### config.mk
export PLATFORM = sky130hd
export DESIGN_NAME = seeded_mixer_rng
export DESIGN_NICKNAME = d
export VERILOG_FILES = /design/src/rtl/rng_pkg.sv /design/src/rtl/rng_ctrl.sv /design/src/rtl/rng_datapath.sv /design/src/rtl/seeded_mixer_rng.sv
export SDC_FILE = /design/constraint.sdc
export NUM_CORES = 2
export LEC_CHECK = 0
export BUFFER_PORTS_ARGS = -buffer_cell sky130_fd_sc_hd__clkbuf_2
export CAP_MARGIN = 15
export CELL_PAD_IN_SITES_DETAIL_PLACEMENT = 2
export CELL_PAD_IN_SITES_GLOBAL_PLACEMENT = 2
export CORE_MARGIN = 5
export CORE_UTILIZATION = 36
export DETAILED_ROUTE_END_ITERATION = 6
export PLACE_DENSITY_LB_ADDON = 0.1
export SYNTH_ARGS = -nofsm -noshare
export SYNTH_HDL_FRONTEND = slang
export SYNTH_SLANG_ARGS = --single-unit
### constraint.sdc
create_clock -name clk -period 5.77 [get_ports clk]
set_clock_uncertainty 0.2 [all_clocks]
set_input_delay 0.2885 -clock clk [delete_from_list [all_inputs] [get_ports clk]]
set_output_delay 0.2885 -clock clk [all_outputs]
set_load 0.01 [all_outputs]
### src/rtl/rng_pkg.sv
package rng_pkg;

  // Strobes from the sequencer to the datapath, one cycle each
  typedef struct packed {
    logic loadWr;   // store one seed transfer at the load pointer
    logic runInit;  // a run begins: preset accumulators, clear pipe
    logic beat;     // last cycle of a stage period: both stages advance
    logic issue;    // stage one accepts a new step on this beat
    logic rdTake;   // present the next result chunk
  } rngStrobes_t;

  typedef enum logic [1:0] {
    ST_IDLE = 2'd0,
    ST_RUN  = 2'd1,
    ST_DONE = 2'd2
  } rngState_t;

endpackage

### src/rtl/rng_ctrl.sv
module rng_ctrl
  import rng_pkg::*;
#(
  parameter int ITERS        = 256,
  parameter int STAGE_CYCLES = 5,
  parameter int WORDS        = 32
) (
  input  logic                     clk,
  input  logic                     rstN,
  input  logic                     genReq,
  input  logic                     rdReq,
  input  logic                     wrStrobe,
  output logic                     ready,
  output logic                     done,
  output rngStrobes_t              strb,
  output logic [$clog2(WORDS)-1:0] stepIdx
);

  localparam int ADDR_W = $clog2(WORDS);
  localparam int PH_W   = $clog2(STAGE_CYCLES + 1);
  localparam int IT_W   = $clog2(ITERS + 1);

  rngState_t          state;
  logic [PH_W-1:0]    phase;
  logic [IT_W-1:0]    issueCnt;
  logic               genPrev;
  logic               resultValid;

  logic startEv;
  logic beatNow;
  logic issueNow;

  assign startEv  = (state == ST_IDLE) && genReq && !genPrev;
  assign beatNow  = (state == ST_RUN) && (phase == PH_W'(STAGE_CYCLES - 1));
  assign issueNow = beatNow && (issueCnt < IT_W'(ITERS));

  always_ff @(posedge clk or negedge rstN) begin
    if (!rstN) begin
      state       <= ST_IDLE;
      phase       <= '0;
      issueCnt    <= '0;
      genPrev     <= 1'b0;
      resultValid <= 1'b0;
    end else begin
      genPrev <= genReq;
      case (state)
        ST_IDLE: begin
          if (startEv) begin
            state       <= ST_RUN;
            phase       <= '0;
            issueCnt    <= '0;
            resultValid <= 1'b0;
          end
        end
        ST_RUN: begin
          if (beatNow) begin
            phase <= '0;
            if (issueNow) begin
              issueCnt <= issueCnt + IT_W'(1);
            end else begin
              // drain beat: stage two retires the last step
              state <= ST_DONE;
            end
          end else begin
            phase <= phase + PH_W'(1);
          end
        end
        ST_DONE: begin
          state       <= ST_IDLE;
          resultValid <= 1'b1;
        end
        default: state <= ST_IDLE;
      endcase
    end
  end

  assign ready = (state == ST_IDLE);
  assign done  = (state == ST_DONE);

  assign strb.loadWr  = ready && wrStrobe && !startEv;
  assign strb.runInit = startEv;
  assign strb.beat    = beatNow;
  assign strb.issue   = issueNow;
  assign strb.rdTake  = ready && resultValid && rdReq && !startEv;

  assign stepIdx = ADDR_W'(issueCnt % IT_W'(WORDS));

endmodule

### src/rtl/rng_datapath.sv
module rng_datapath
  import rng_pkg::*;
#(
  parameter int              WORDS  = 32,
  parameter int              WORD_W = 32,
  parameter int              DATA_W = 64,
  parameter int              ROT    = 13,
  parameter logic [WORD_W-1:0] A_INIT = 32'h6A09E667,
  parameter logic [WORD_W-1:0] B_INIT = 32'hBB67AE85
) (
  input  logic                     clk,
  input  logic                     rstN,
  input  rngStrobes_t              strb,
  input  logic [$clog2(WORDS)-1:0] stepIdx,
  input  logic [DATA_W-1:0]        dataIn,
  output logic [DATA_W-1:0]        dataOut,
  output logic                     dataOutEn
);

  localparam int ADDR_W = $clog2(WORDS);
  localparam int HALVES = DATA_W / WORD_W;
  localparam int LOADS  = WORDS / HALVES;
  localparam int LPTR_W = (LOADS > 1) ? $clog2(LOADS) : 1;

  logic [WORD_W-1:0] mem [WORDS];
  logic [LPTR_W-1:0] loadPtr;

  logic [WORD_W-1:0] aReg, bReg;
  logic              s1Valid;
  logic [ADDR_W-1:0] s1Idx;
  logic [WORD_W-1:0] s1A;
  logic [WORD_W-1:0] s1Next;
  logic              rdSel;

  logic [ADDR_W-1:0] nextIdx;
  logic [WORD_W-1:0] aRot;
  logic [WORD_W-1:0] aStep;
  logic [WORD_W-1:0] bStep;
  logic [WORD_W-1:0] mixWord;
  logic [DATA_W-1:0] chunk0, chunk1;

  assign nextIdx = (stepIdx == ADDR_W'(WORDS - 1)) ? '0 : stepIdx + ADDR_W'(1);
  assign aRot    = {aReg[WORD_W-1-ROT:0], aReg[WORD_W-1:WORD_W-ROT]};
  assign aStep   = aReg + aRot + mem[stepIdx];
  assign bStep   = bReg + s1A + s1Next;
  assign mixWord = s1A ^ bStep;

  assign chunk0 = DATA_W'({aReg, bReg});
  assign chunk1 = DATA_W'({aReg ^ bReg, aReg + bReg});

  // Seed array: host writes while idle, stage two writes during a run
  always_ff @(posedge clk) begin
    if (strb.loadWr) begin
      for (int h = 0; h < HALVES; h++) begin
        mem[ADDR_W'(int'(loadPtr) * HALVES + h)] <= dataIn[h*WORD_W +: WORD_W];
      end
    end else if (strb.beat && s1Valid) begin
      mem[s1Idx] <= mixWord;
    end
  end

  always_ff @(posedge clk or negedge rstN) begin
    if (!rstN) begin
      loadPtr   <= '0;
      aReg      <= '0;
      bReg      <= '0;
      s1Valid   <= 1'b0;
      s1Idx     <= '0;
      s1A       <= '0;
      s1Next    <= '0;
      rdSel     <= 1'b0;
      dataOut   <= '0;
      dataOutEn <= 1'b0;
    end else begin
      dataOutEn <= strb.rdTake;
      if (strb.loadWr) begin
        loadPtr <= loadPtr + LPTR_W'(1);
      end
      if (strb.runInit) begin
        loadPtr <= '0;
        aReg    <= A_INIT;
        bReg    <= B_INIT;
        s1Valid <= 1'b0;
        rdSel   <= 1'b0;
      end
      if (strb.beat) begin
        if (strb.issue) begin
          aReg    <= aStep;
          s1A     <= aStep;
          s1Next  <= mem[nextIdx];
          s1Idx   <= stepIdx;
          s1Valid <= 1'b1;
        end else begin
          s1Valid <= 1'b0;
        end
        if (s1Valid) begin
          bReg <= bStep;
        end
      end
      if (strb.rdTake) begin
        dataOut <= rdSel ? chunk1 : chunk0;
        rdSel   <= ~rdSel;
      end
    end
  end

endmodule

### src/rtl/seeded_mixer_rng.sv
module seeded_mixer_rng
  import rng_pkg::*;
#(
  parameter int                ITERS        = 256,
  parameter int                STAGE_CYCLES = 5,
  parameter int                WORDS        = 32,
  parameter int                WORD_W       = 32,
  parameter int                DATA_W       = 64,
  parameter int                ROT          = 13,
  parameter logic [WORD_W-1:0] A_INIT       = 32'h6A09E667,
  parameter logic [WORD_W-1:0] B_INIT       = 32'hBB67AE85
) (
  input  logic              clk,
  input  logic              rstN,
  input  logic              wrStrobe,
  input  logic              genReq,
  input  logic              rdReq,
  input  logic [DATA_W-1:0] dataIn,
  output logic [DATA_W-1:0] dataOut,
  output logic              dataOutEn,
  output logic              ready,
  output logic              done
);

  localparam int ADDR_W = $clog2(WORDS);

  rngStrobes_t       strb;
  logic [ADDR_W-1:0] stepIdx;

  rng_ctrl #(
    .ITERS(ITERS),
    .STAGE_CYCLES(STAGE_CYCLES),
    .WORDS(WORDS)
  ) u_ctrl (
    .clk(clk),
    .rstN(rstN),
    .genReq(genReq),
    .rdReq(rdReq),
    .wrStrobe(wrStrobe),
    .ready(ready),
    .done(done),
    .strb(strb),
    .stepIdx(stepIdx)
  );

  rng_datapath #(
    .WORDS(WORDS),
    .WORD_W(WORD_W),
    .DATA_W(DATA_W),
    .ROT(ROT),
    .A_INIT(A_INIT),
    .B_INIT(B_INIT)
  ) u_dp (
    .clk(clk),
    .rstN(rstN),
    .strb(strb),
    .stepIdx(stepIdx),
    .dataIn(dataIn),
    .dataOut(dataOut),
    .dataOutEn(dataOutEn)
  );

endmodule

* Word level (Yosys, flattened, before mapping)
Memory sizes are Yosys's and may differ from the RTL's. A register that Yosys moved wholly into a read port is not among the register bits.
Index checks and enable logic that the tools add are counted.
** Word-level totals
- Register bits after elaboration :: 188
- Bits in latches :: 0
- Memory bits (writable) :: 1024
- Memory bits (read-only) :: 0
- Input port bits :: 69
- Word-level logic and storage cells :: 96
- Memories kept :: 1
** Operators by class
- $add $sub $neg :: 10
- Multiply operators :: 0
- Divide/modulo/power cells :: 0
- $lt $le $gt $ge :: 1
- Eq/ne operators :: 8
- Shifts and indexed selects :: 0
- Muxes and demuxes :: 34
- Bitwise logic cells :: 3
- Reductions and logical operators :: 25
** Memories
- u_dp.mem :: depth 32, bits a word 32, rd ports 2, clocked after memory_dff 1, write ports 2, RTL line rng_datapath.sv:25 : logic [WORD_W-1:0] mem [WORDS];
** Operators with widths (number)
- two-way mux 32 bit :: 7
- adder 32 bit :: 5
- two-way mux 64 bit :: 1
- bitwise XOR 32 bit :: 2
- OR reduction 32 bit :: 1
- two-way mux 9 bit :: 3
- case mux 9 bit (2 select lines) :: 1
- adder 5 x 1 -> 5 bit, second input constant :: 2
- logical AND 1 bit :: 10
- two-way mux 1 bit :: 10
- two-way mux 5 bit :: 2
- nonzero test 2 bit :: 5
- adder 9 x 1 -> 9 bit, second input constant :: 1
- less-than comparator 9 bit, second input constant :: 1
- two-way mux 4 bit :: 2
- two-way mux 2 bit :: 3
- two-way mux 3 bit :: 2
- case mux 3 bit (2 select lines) :: 1
- AND reduction 2 bit :: 3
- == test 5 bit, second input constant :: 1
- adder 4 x 1 -> 4 bit, second input constant :: 1
- inequality test 2 x 1 -> 1 bit, second input constant :: 2
- inequality test 2 bit, second input constant :: 2
- case mux 2 bit (2 select lines) :: 1
- other kinds (10) :: 12

* Longest topological paths before layout
- Word-level depth :: 9
- Mapped depth :: 20

* Modules after synthesis
A second synthesis with hierarchy kept.
** Unflattened totals
- Cell total of the unflattened synthesis :: 5591
- Area, all modules :: 69236.4 µm²
** By module, submodules not included
- rng_datapath :: times used 1, cells an instance 5494, area each 68286.7 µm², sequential area each 35854.4 µm²
- rng_ctrl :: times used 1, cells an instance 97, area each 949.7 µm², sequential area each 400.4 µm²

* Worst setup path after synthesis
No wires, ideal clock.
- Path kind :: reg2reg
- Start :: register u_ctrl.issueCnt[1]
- End :: register u_dp.aReg[31]
- Library setup time :: 0.118 ns
- Arrival :: 5.337 ns
- Slack :: 0.115 ns
- Stages on the path, launching flop included :: 20
- Buffers on the path :: 4
- Period minus slack after synthesis :: 5.655 ns
- Cells stage by stage :: dfrtp_1 -> buf_2 -> buf_1 -> clkbuf_1 -> clkbuf_1 -> mux4_2 -> mux4_2 -> mux2_2 -> fa_1 -> ha_1 -> fa_1 -> a211oi_1 -> o21ai_1 -> a221o_1 -> a22oi_1 -> nor3_1 -> a211oi_1 -> xnor2_1 -> nor2_1 -> a21o_1
** Between the ends
- Longest elaborated chain between the ends :: 4
- Elaborated cells between the ends (all ways) :: 6
- Classes of those cells :: add/sub (1); order compare (1); mux (2); reduce/logical (1); memory (1)
** Ends and longest elaborated chain
- start, declared :: RTL line rng_ctrl.sv:25 : logic [IT_W-1:0] issueCnt;
- start signal, assigned :: RTL line rng_ctrl.sv:59 : issueCnt <= issueCnt + IT_W'(1);
- memory (32 x 32 bit) or less-than comparator 9 bit (tied branches)
- adder 32 bit or logical AND 1 bit (tied branches) :: RTL line rng_datapath.sv:44, rng_ctrl.sv:35
- two-way mux 32 bit (*) :: RTL line rng_datapath.sv:87 : if (strb.issue) begin
- two-way mux 32 bit (*) :: RTL line rng_datapath.sv:86 : if (strb.beat) begin
- end signal, assigned :: RTL line rng_datapath.sv:88 : aReg <= aStep;
- end, declared :: RTL line rng_datapath.sv:28 : logic [WORD_W-1:0] aReg, bReg;
Mark *: on every way between the ends. The rest lies on a longest branch, timed or not.
A chain may end at the register's enable or synchronous reset.

* Worst setup path in the final report
- Start :: register u_ctrl.issueCnt[0]
- End :: register u_dp.aReg[28]
The elaborated chain is that of the path after synthesis.

==> metrics.md <==
| Metric | Value |
|---|---|
| Sw Pwr | 0.0228 W |
| Clock Latency Late Sink | 840 ps |
| Slew margin rel. | 14.4% |
| CORE AREA | 192,000 sq um |
| Synth unique cells | 86 |
| WL final | 322,000 um |
| Final Slew Violations | 0 |
| Pre-antenna DRT Iters | 5 |
| Buffers on Ports | 135 |
| Post-synth EDFFs | 1,024 |
| CP endpoint kind | flop |
| Dpl cells | between 8k and 9k |
| CP top delay family | multiplexers |
| VDD IR max | between 500 and 600 uV |
| Maximum clock path buffer count | 3 |
| Predominant post-synthesis flop cell | edfxtp_1 |
| Gate Count Post-Synth | 6,103 |
| Post-Syn Area | 69,600 sq um |
| Largest net degree at the start of global routing | around 160 |
| Sequential Power Share | 24.1% |
| Worst Path Required | about 6300 ps |
| Register clock-pin slew on the reported worst setup and hold paths | approximately 60 ps |
| Die width | 450 um |
| Clock Power Share | a little over 20% |
| Critical path launch point type | flop |
| Slowest stage delay, CP | about 540 ps |
| Final setup viols | 0 |
| Status | complete, no violations |
| Initial DRC Count | 5,117 |
| Cells along the critical path | buf_12 > buf_16 > mux4_2 > mux4_2 > mux2_2 > fa_1 > ha_1 > and3_1 > a221oi_1 > o21ai_0 > nand3_1 > a31oi_1 > a31oi_1 > nor4b_1 > a21oi_1 > nand2_1 |
| Vias per std cell | 6.33 |
| Clock period minus worst slack | 5580 ps |
| Bufs and invs on worst path | 2 |
| Internal | roughly 0.027 W |
| Root buffer cell | clkbuf_16 |
| Hold crit path type | primary input to flop |
| Setup CP Type | flop to flop |
| Async SR Flop Fraction | 17.7% |
| Combinational fraction of design power | a little under three fifths |
| Synth top area share | between 40% and 50% |
| Power per Cell Area | 623 nW/um^2 |
| Top cells by area in the synthesized netlist | edfxtp_1, mux4_2, dfrtp_1, nand2_1, o21ai_0 |
| First-pass GRT wire length | 451,000 um |
| CTS tree | built |
| Post-CTS setup buffers | 0 |
| Yosys warning count | 0 |
| Switching share of power | a little under half |
| Syn_area_per_cell | 11.4 sq um |
| Fmax | about 0.18 GHz |
| Slowest cell on crit path | mux4_2 |
| Hold slack final | 98.3 ps |
| DRC viols | 0 |
| Yosys reg bits | 1,244 |
| DPL Wire Length | between 200,000 and 250,000 um |
| Synth Net Count | 6,333 |
| Non-filler cells, final | 8,825 |
| Crit-path max FO | 37 |
| H-tree depth | 4 |
| Layout cells sized above 1 | 18.5% |
| Fin. Hold Viols | 0 |
| Synth area leader | edfxtp_1 |
| Critical Path AT | 6120 ps |
| Routed Antenna Nets | 0 |
| Starting Density | 36.2% |
| Via count | 55.8k |
| Chip Height | 450 um |
| Rows | ~160 |
| LEAKAGE | 27.7 nW |
| Max Cap Viol | 0 |
| Tot GR Track Use | 31.1% |
| Clock buffers created by TritonCTS | 153 |
| Mean routed wirelength per cell | between 30 and 40 um |
| Part of the cycle the worst path needs | a little over nine tenths |
| Vias in the first global route | 58.9k |
| Placer Congestion | 0.855 |
| Sequential area share after synthesis | a little over half |
| Global route overflow | 0 |
| Layout Nets | 6,389 |
| Io pins | about 140 |
| CTS sink cnt | 1,244 |
| Area grow syn2layout | 15.6% |
| Initial antenna violation count | 20 |
| DIE AREA | 202,000 sq um |
| Worst Tran Pin Value | 1280 ps |
[timing repair]
item	CTS	global route
hold buffers	88	0
hold endpoints to repair	647	0
setup endpoints to repair	0	13
resized for setup	0	7
[path summary, 6_finish.rpt]
| check | start | endpoint | slack (ps) | depth (start not counted) |
|---|---|---|---|---|
| max | u_ctrl.issueCnt[0] | u_dp.aReg[28] | 190 | 16 |
| min | dataIn[28] | u_dp.mem[4][28] | 100 | 4 |
| max reg2reg | u_ctrl.issueCnt[0] | u_dp.aReg[28] | 190 | 16 |
| min reg2reg | u_dp.dataOut[63] | u_dp.dataOut[63] | 280 | 2 |
| max in group asynchronous | rstN | u_dp.s1Next[19] | 3910 | 4 |
| min in group asynchronous | rstN | u_ctrl.genPrev | 490 | 4 |
[per-stage QoR]
step	total power (W)	TNS (ps)	utilization, %	instance area [sq um]	worst slack, ps
after floorplan	0.0292	0	-	69600	115
after global placement	0.0388	0	38.5	74100	179
after detailed placement	0.0394	0	38.5	74100	138
after CTS	0.0499	0	41.7	80300	117
after global routing	0.0525	-17.1	41.8	80400	-6.94
final	0.0501	0	41.8	80400	190
[cells in the mapped netlist, types with 16 or more instances]
cell and n:
a211oi_1 119, mux2i_1 187, clkbuf_1 390, nand4_1 18, a21o_1 54, xnor2_1 66, buf_1 48, mux4_2 338
nor2_1 225, a31oi_1 115, nor3_1 29, o21ai_2 17, o32ai_1 92, nand2_1 1234, ha_1 96, mux2_2 59
nand3_1 305, edfxtp_1 1024, xor2_1 46, o21ai_0 665, inv_1 67, buf_4 16, buf_2 101, nand2b_1 17
o21ai_1 47, fa_1 65, and3_1 25, a311oi_1 26, a21oi_1 211, dfrtp_1 220
[cells in the final DEF (no fill, tap or decap), types with 17 or more instances in the layout]
master         instances
nor2_4                24
nor2_1               201
a21o_1                54
clkinv_1              23
clkbuf_1              28
nor3_1                19
xnor2_1               66
inv_1                 67
o21ai_1               46
bufinv_16             17
and3_1                25
o32ai_1               92
ha_1                  95
nand3_1              305
mux4_2               338
nand2_1             1231
edfxtp_1            1024
dlygate4sd3_1         87
xor2_1                46
o21ai_2               18
a21oi_1              205
buf_12                58
a31oi_1              115
fa_1                  65
mux2i_1              187
o21ai_0              649
a311oi_1              26
nand4_1               18
clkbuf_16            162
clkinv_2              28
clkbuf_2             134
mux2_2                59
dfrtp_1              214
buf_4                178
a211oi_1             118
[worst reg2reg max path, delay by kind of cell, from the launching register on]
family | cells | cell delay (ps)
buf+inv | 2 | 590
flops | 1 | 440
mux | 3 | 1480
fa+ha+maj | 2 | 820
simple gates | 4 | 850
compound gates | 5 | 1120
[state kept, by name, summed over array words and instances (netlist names)]
name                flops
u_dp.mem             1024
u_dp.dataOut           64
u_dp.aReg              32
u_dp.bReg              32
u_dp.s1A               32
u_dp.s1Next            32
u_ctrl.issueCnt         9
u_dp.s1Idx              5
u_dp.loadPtr            4
u_ctrl.phase            3
u_ctrl.state            2
u_ctrl.genPrev          1
u_ctrl.resultValid      1
u_dp.dataOutEn          1
u_dp.rdSel              1
u_dp.s1Valid            1
[logic make-up (layout without fill, tap and decap cells)]
group,count (synthesis),after routing,share of synthesized area [%]
AND/OR/NAND/NOR,1897,1897,11.2
adder cells (fa/ha/maj),161,161,3.60
multiplexers,596,596,14.9
AO/OA/AOI/OAI,1454,1454,12.7
XOR/XNOR,119,119,1.61
buffers and inverters,632,820,3.78
other,0,8,0
flip-flops,1244,1244,52.1
[metal layers]
metal	GRT usage, %	vias up	wire [um]
li1	-	22956	-
met1	40.7	29907	133000
met2	51.3	2279	152000
met3	5.17	672	21800
met4	12.8	10	15500
met5	0	-	62
[power groups by stage]
stage	registers, W	clock network [W]	logic (W)
after CTS	0.0121	0.0104	0.0274
final	0.0121	0.0103	0.0278
after global placement	0.0122	0	0.0266
after detailed placement	0.0123	0	0.0271
after global routing	0.0121	0.0108	0.0296
after floorplan	0.0117	0	0.0176
[area by class of cell]
| type | count | area [sq um] |
|---|---|---|
| Sequential cell | 1244 | 36300 |
| Multi-Input combinational cell | 4227 | 31200 |
| Antenna cell | 8 | 20.0 |
| Clock buffer | 198 | 4250 |
| Clock inverter | 89 | 995 |
| Fill cell | 19426 | 112000 |
| Inverter | 68 | 255 |
| Timing Repair Buffer | 465 | 4230 |
| Tap cell | 2526 | 3160 |
Note: power is estimated with default switching activity, not from simulation.
